<file path="src/rtl/nib4_pkg.sv">
package nib4_pkg;
    localparam int NIB_W   = 4;
    localparam int OP_W    = 4;
    localparam int INSTR_W = OP_W + NIB_W;

    typedef enum logic [OP_W-1:0] {
        OP_ADD_A  = 4'h0,
        OP_MOV_AB = 4'h1,
        OP_IN_A   = 4'h2,
        OP_MOV_AI = 4'h3,
        OP_MOV_BA = 4'h4,
        OP_ADD_B  = 4'h5,
        OP_IN_B   = 4'h6,
        OP_MOV_BI = 4'h7,
        OP_LOAD   = 4'h8,
        OP_OUT_B  = 4'h9,
        OP_STORE  = 4'hA,
        OP_OUT_I  = 4'hB,
        OP_DBANK  = 4'hC,
        OP_PBANK  = 4'hD,
        OP_JNC    = 4'hE,
        OP_JMP    = 4'hF
    } opcode_e;

    typedef enum logic [1:0] {SRC_ZERO, SRC_A, SRC_B, SRC_IN} src_e;
    typedef enum logic [2:0] {DST_NONE, DST_A, DST_B, DST_OUT, DST_PC} dst_e;

    typedef struct packed {
        src_e src;
        dst_e dst;
        logic legacy;
        logic cond;
        logic load;
        logic store;
        logic dbank;
        logic pbank;
    } ctrl_t;
endpackage

</file>
<file path="src/rtl/nib4_decode.sv">
module nib4_decode
    import nib4_pkg::*;
(
    input  logic [OP_W-1:0] op,
    output ctrl_t           ctrl
);
    always_comb begin
        ctrl = '{src: SRC_ZERO, dst: DST_NONE, legacy: 1'b1, cond: 1'b0,
                 load: 1'b0, store: 1'b0, dbank: 1'b0, pbank: 1'b0};
        case (op)
            OP_ADD_A:  begin ctrl.src = SRC_A;    ctrl.dst = DST_A;   end
            OP_MOV_AB: begin ctrl.src = SRC_B;    ctrl.dst = DST_A;   end
            OP_IN_A:   begin ctrl.src = SRC_IN;   ctrl.dst = DST_A;   end
            OP_MOV_AI: begin ctrl.src = SRC_ZERO; ctrl.dst = DST_A;   end
            OP_MOV_BA: begin ctrl.src = SRC_A;    ctrl.dst = DST_B;   end
            OP_ADD_B:  begin ctrl.src = SRC_B;    ctrl.dst = DST_B;   end
            OP_IN_B:   begin ctrl.src = SRC_IN;   ctrl.dst = DST_B;   end
            OP_MOV_BI: begin ctrl.src = SRC_ZERO; ctrl.dst = DST_B;   end
            OP_OUT_B:  begin ctrl.src = SRC_B;    ctrl.dst = DST_OUT; end
            OP_OUT_I:  begin ctrl.src = SRC_ZERO; ctrl.dst = DST_OUT; end
            OP_JNC:    begin ctrl.dst = DST_PC;   ctrl.cond = 1'b1;   end
            OP_JMP:    begin ctrl.dst = DST_PC;                       end
            OP_LOAD:   begin ctrl.legacy = 1'b0;  ctrl.load  = 1'b1;  end
            OP_STORE:  begin ctrl.legacy = 1'b0;  ctrl.store = 1'b1;  end
            OP_DBANK:  begin ctrl.legacy = 1'b0;  ctrl.dbank = 1'b1;  end
            OP_PBANK:  begin ctrl.legacy = 1'b0;  ctrl.pbank = 1'b1;  end
            default:   begin ctrl.dst = DST_NONE;                     end
        endcase
    end
endmodule

</file>
<file path="src/rtl/nib4_adder.sv">
module nib4_adder #(
    parameter int W = 4
) (
    input  logic [W-1:0] x,
    input  logic [W-1:0] y,
    output logic [W-1:0] sum,
    output logic         co
);
    logic [W:0] c;
    assign c[0] = 1'b0;

    for (genvar i = 0; i < W; i++) begin : g_bit
        assign sum[i]  = x[i] ^ y[i] ^ c[i];
        assign c[i+1]  = (x[i] & y[i]) | (c[i] & (x[i] ^ y[i]));
    end

    assign co = c[W];
endmodule

</file>
<file path="src/rtl/nib4_mem.sv">
module nib4_mem #(
    parameter int AW = 8,
    parameter int DW = 8
) (
    input  logic          clk,
    input  logic          we,
    input  logic [AW-1:0] waddr,
    input  logic [DW-1:0] wdata,
    input  logic [AW-1:0] raddr,
    output logic [DW-1:0] rdata
);
    localparam int DEPTH = 1 << AW;

    logic [DW-1:0] cells [DEPTH];

    always_ff @(posedge clk) begin
        if (we) cells[waddr] <= wdata;
    end

    assign rdata = cells[raddr];
endmodule

</file>
<file path="src/rtl/nib4_core.sv">
module nib4_core
    import nib4_pkg::*;
#(
    parameter int ROM_BANK_W = 4,
    parameter int RAM_BANK_W = 4
) (
    input  logic                      clk,
    input  logic                      rst,
    input  logic                      prog_we,
    input  logic [ROM_BANK_W+NIB_W-1:0] prog_addr,
    input  logic [INSTR_W-1:0]        prog_data,
    input  logic [NIB_W-1:0]          in_port,
    output logic [NIB_W-1:0]          out_port,
    output logic                      out_valid,
    output logic [NIB_W-1:0]          pc_o,
    output logic                      carry_o
);
    localparam int ROM_AW = ROM_BANK_W + NIB_W;
    localparam int RAM_AW = RAM_BANK_W + NIB_W;

    typedef struct packed {
        logic [NIB_W-1:0]      a;
        logic [NIB_W-1:0]      b;
        logic [NIB_W-1:0]      outp;
        logic [NIB_W-1:0]      pc;
        logic                  carry;
        logic                  outv;
        logic [ROM_BANK_W-1:0] pbank;
        logic [RAM_BANK_W-1:0] dbank;
    } state_t;

    state_t st_d, st_q;

    logic [INSTR_W-1:0] instr_w;
    logic [NIB_W-1:0]   imm;
    ctrl_t              ctrl;
    logic [NIB_W-1:0]   src_val;
    logic [NIB_W-1:0]   sum;
    logic               sum_co;
    logic [NIB_W-1:0]   ram_rdata;
    logic               ram_we;

    nib4_mem #(.AW(ROM_AW), .DW(INSTR_W)) u_prog (
        .clk   (clk),
        .we    (prog_we),
        .waddr (prog_addr),
        .wdata (prog_data),
        .raddr ({st_q.pbank, st_q.pc}),
        .rdata (instr_w)
    );

    assign imm = instr_w[NIB_W-1:0];

    nib4_decode u_dec (
        .op   (instr_w[INSTR_W-1:NIB_W]),
        .ctrl (ctrl)
    );

    always_comb begin
        case (ctrl.src)
            SRC_A:   src_val = st_q.a;
            SRC_B:   src_val = st_q.b;
            SRC_IN:  src_val = in_port;
            default: src_val = '0;
        endcase
    end

    nib4_adder #(.W(NIB_W)) u_add (
        .x   (src_val),
        .y   (imm),
        .sum (sum),
        .co  (sum_co)
    );

    assign ram_we = ctrl.store & ~rst;

    nib4_mem #(.AW(RAM_AW), .DW(NIB_W)) u_data (
        .clk   (clk),
        .we    (ram_we),
        .waddr ({st_q.dbank, imm}),
        .wdata (st_q.b),
        .raddr ({st_q.dbank, imm}),
        .rdata (ram_rdata)
    );

    always_comb begin
        st_d       = st_q;
        st_d.pc    = st_q.pc + 1'b1;
        st_d.outv  = 1'b0;
        st_d.carry = ctrl.legacy & sum_co;
        case (ctrl.dst)
            DST_A:   st_d.a = sum;
            DST_B:   st_d.b = sum;
            DST_OUT: begin
                st_d.outp = sum;
                st_d.outv = 1'b1;
            end
            DST_PC:  begin
                if (!ctrl.cond || !st_q.carry) st_d.pc = sum;
            end
            default: ;
        endcase
        if (ctrl.load)  st_d.b     = ram_rdata;
        if (ctrl.dbank) st_d.dbank = RAM_BANK_W'(imm);
        if (ctrl.pbank) st_d.pbank = ROM_BANK_W'(imm);
    end

    always_ff @(posedge clk) begin
        if (rst) st_q <= '0;
        else     st_q <= st_d;
    end

    assign out_port  = st_q.outp;
    assign out_valid = st_q.outv;
    assign pc_o      = st_q.pc;
    assign carry_o   = st_q.carry;
endmodule

</file>
<file path="config.mk">
export PLATFORM = sky130hd
export DESIGN_NAME = nib4_core
export DESIGN_NICKNAME = d
export VERILOG_FILES = /design/src/rtl/nib4_pkg.sv /design/src/rtl/nib4_decode.sv /design/src/rtl/nib4_adder.sv /design/src/rtl/nib4_mem.sv /design/src/rtl/nib4_core.sv
export SDC_FILE = /design/constraint.sdc
export NUM_CORES = 2
export LEC_CHECK = 0
export ABC_AREA = 1
export BUFFER_PORTS_ARGS = -buffer_cell sky130_fd_sc_hd__buf_2
export CAP_MARGIN = 30
export CORE_MARGIN = 2
export CORE_UTILIZATION = 40
export DETAILED_ROUTE_END_ITERATION = 6
export SYNTH_ARGS = -nofsm -noshare
export SYNTH_HDL_FRONTEND = slang
export SYNTH_SLANG_ARGS = --single-unit
export TNS_END_PERCENT = 1
</file>
<file path="constraint.sdc">
create_clock -name clk -period 13.8 [get_ports clk]
set_input_delay 0 -clock clk [delete_from_list [all_inputs] [get_ports clk]]
set_output_delay 0 -clock clk [all_outputs]
set_load 0.03 [all_outputs]
</file>
==> impl_metrics.csv <==
group,metric,value,unit
timing,clock_skew,0.08257,ns
floorplanning,rows,207,
clock_network,htree_levels,5,
global_routing,use_met2,35.12,%
finish,areaGrowthSynthToFinish,10.86,%
yosys,synth_most_common_cell,"nand2_1",
yosys,netlist_area,0.1273,mm2
power_and_ir_drop,p_leak,0.04921,uW
timing,slew_violations,0,
critical_path,worst_ep_required_time,14.63,ns
critical_path,startpoint,"pc_o[0]",
drt,drc,1,
finish,nets,10570,
status,status,"finished, violations left",
floorplanning,fp.dieH,568.1,um
yosys,ys_warn_count,0,
global_routing,grt-busiest-layer,"met2",
floorplanning,initial_utilization,40.11,%
floorplanning,coreArea,0.3173,mm2
yosys,synth_area_per_cell,11.86,um2
global_routing,grt_pass1_wl,527200,um
clock_network,cts.sinks,3098,
critical_path,rrSetupSlack,5.35,ns
yosys,yosys-top-cells-count,"3165 x nand2_1, 3072 x edfxtp_1, 1119 x nor2_1",
global_routing,gr-usage-met3,3.064,%
clock_network,clk_pin_slew,0.06,ns
status,failed_checks,"DRC",
timing,worstMarginPinSlew,1.061,ns
yosys,synthCells,10730,
placement,io_buffers,32,
critical_path,endpoint_kind,"register",
yosys,synth_area_leaders,"edfxtp_1 72%, nand2_1 9.3%, nor2_1 3.3%, nand3_1 2.4%, a21oi_1 2.3%",
hold_path,hold_class,"in -> reg",
critical_path,r2r_cells,27,
critical_path,r2r-end,"st_q[18]",
critical_path,r2r-start,"pc_o[0]",
timing,slew_headroom,29.26,%
finish,layoutNonFillerInstCount,14970,
timing,setup_viol,0,
timing,finalHoldViolations,0,
power_and_ir_drop,p_per_area,239.7,mW/mm2
critical_path,cp.arrival,9.27,ns
yosys,ys_ff_latch,3098,
global_routing,use_met1,29.39,%
floorplanning,dieArea,0.3227,mm2
timing,period_share,61.21,%
timing,rsz0062_at_grt,"false",
timing,tns,0,ns
clock_network,clk_latency,0.93,ns
finish,final_layout_size_suffix_gt1_share,7.267,%
placement,place.gp.congestion,0.8571,
timing,min_period,8.447,ns
global_routing,grt_overflow,0,
clock_network,numCtsBuffers,324,
yosys,yosys.area.top_type,"edfxtp_1",
yosys,synth-seq-area-share,72.89,%
drt,via_per_inst,5.584,
floorplanning,num_io_pins,33,
yosys,synth_edf_count,3072,
hold_path,hold_depth,3,
global_routing,antenna_found_initial,5,
critical_path,crit_type,"reg -> reg",
hold_path,hold_start,"rst",
run,maxCapViolCount,0,
placement,hpwl,195000,um
drt,drtPass1Iterations,7,
yosys,synth.distinct_cells,37,
critical_path,crit_path_max_fanout,170,
critical_path,start_kind,"register",
drt,routed_wl,357800,um
drt,vias,83610,
power_and_ir_drop,ir_drop,0.0004624,V
drt,wl_per_cell,23.90,um
clock_network,cts_tree,"done",
yosys,synth_nets,10760,
global_routing,grt_start_max_net_pins,206,
floorplanning,dieWidth,568.1,um
clock_network,clock-root-buffer,"clkbuf_16",
timing,holdWs,0.1105,ns
hold_path,whs_endpoint,"out_valid",
clock_network,cts_max_path_buffers,4,
yosys,synth-async-reset-ratio,0,%
yosys,synth.top_cell.area_share,72.48,%
global_routing,first_global_vias,80660,
yosys,synth_ff_type,"edfxtp_1",
placement,dp_cells,14360,
clock_network,post_cts_resized,0,
drt,first_iter_violations,9799,
drt,ant_nets,0,
global_routing,grt_use_total,21.51,%
timing,fmax,118.4,MHz
cell type report:
class                      instances  area (um2)
antenna                            5       12.51
clock inverter                   172        1670
tap                             4180        5230
timing repair buffer             204        1852
clock buffer                     403        8489
inverter                         170       670.6
fill                           28570      176200
multi-input combinational       6741       30370
sequential                      3098       92800
worst max path at each step:
stage	endpoint	slack (ns)	cells after the start
4_1_cts	st_q[18]	5.52	27
3_5_place_dp	st_q[18]	5.57	27
2_1_floorplan	st_q[21]	8.37	9
3_3_place_gp	st_q[18]	5.56	27
5_1_grt	st_q[18]	4.79	29
6_report	st_q[18]	5.35	27
per-layer routing:
layer	wire (um)	part of all wire (%)
met1	147000	41
met2	169800	47
met3	28420	7.9
met4	12560	3.5
met5	0	0
placed cells by master (no fill, tap or decap), drive strengths merged:
master	count
diode	5
o22ai	60
nand3	601
o211ai	130
nor2	1220
xnor2	1
o31ai	6
clkinv	127
fa	3
ha	2
a21oi	583
bufinv	22
o21bai	3
o221ai	277
xor2	1
inv	186
clkbuf	403
nand4	4
o21ai	611
nand2	3185
clkinvlp	7
or2	17
dfxtp	26
edfxtp	3072
a211oi	4
nor3	33
dlygate4sd3	28
buf	176
what timing repair did:
action	CTS	global route
hold buffers	28	0
setup buffers	0	0
endpoints found under the hold margin	1027	0
flip-flops by register name (all words and copies together) (netlist names):
name,cells
u_data.cells,1024
st_q,16
carry_o,1
out_port,4
pc_o,4
u_prog.cells,2048
out_valid,1
through the flow:
stage | setup WS, ns | util, % | total power [uW] | cell area, um2
after floorplan | 8.374 | - | 20790 | 127300
after global placement | 5.565 | 41.11 | 25250 | 130400
after detailed placement | 5.566 | 41.14 | 25330 | 130500
after CTS | 5.518 | 44.43 | 33800 | 141000
after global routing | 4.787 | 44.47 | 35770 | 141100
final | 5.353 | 44.47 | 33830 | 141100
cells by family after synthesis:
kind of cell               synth area share [%]
AOI/OAI and AO/OA                         7.748
buffers and inverters                     3.334
adders and majority gates               0.06685
DFF                                       72.89
and+or+nand+nor                           15.94
xor gates and xnor gates                0.01377
where the power goes:
group	internal [uW]	switching (uW)
logic	3770	10900
registers	10500	139
clock network	4810	3670
total	19100	14700
worst max-delay path: stages, from the launching register on:
cell	delay [ns]
dfxtp_4	0.76
buf_12	0.45
buf_4	0.78
buf_12	0.58
o21ai_0	0.20
o22ai_1	0.33
nand2_1	0.09
nand2_1	0.10
nand2_1	0.05
nand3_1	0.09
nand3_1	0.17
nand3_1	0.30
nand3_1	0.19
nand2_4	0.67
buf_4	0.72
buf_4	0.87
nand2_1	0.12
nand2_1	0.11
nand2_1	0.05
nand2_1	0.07
o21ai_0	0.17
nand2_1	0.19
nor2_1	0.09
nor2_1	0.18
nor2_1	0.07
nand2_1	0.07
nand2_1	0.05
a21oi_1	0.13
Power figures use the tool's default switching activity.
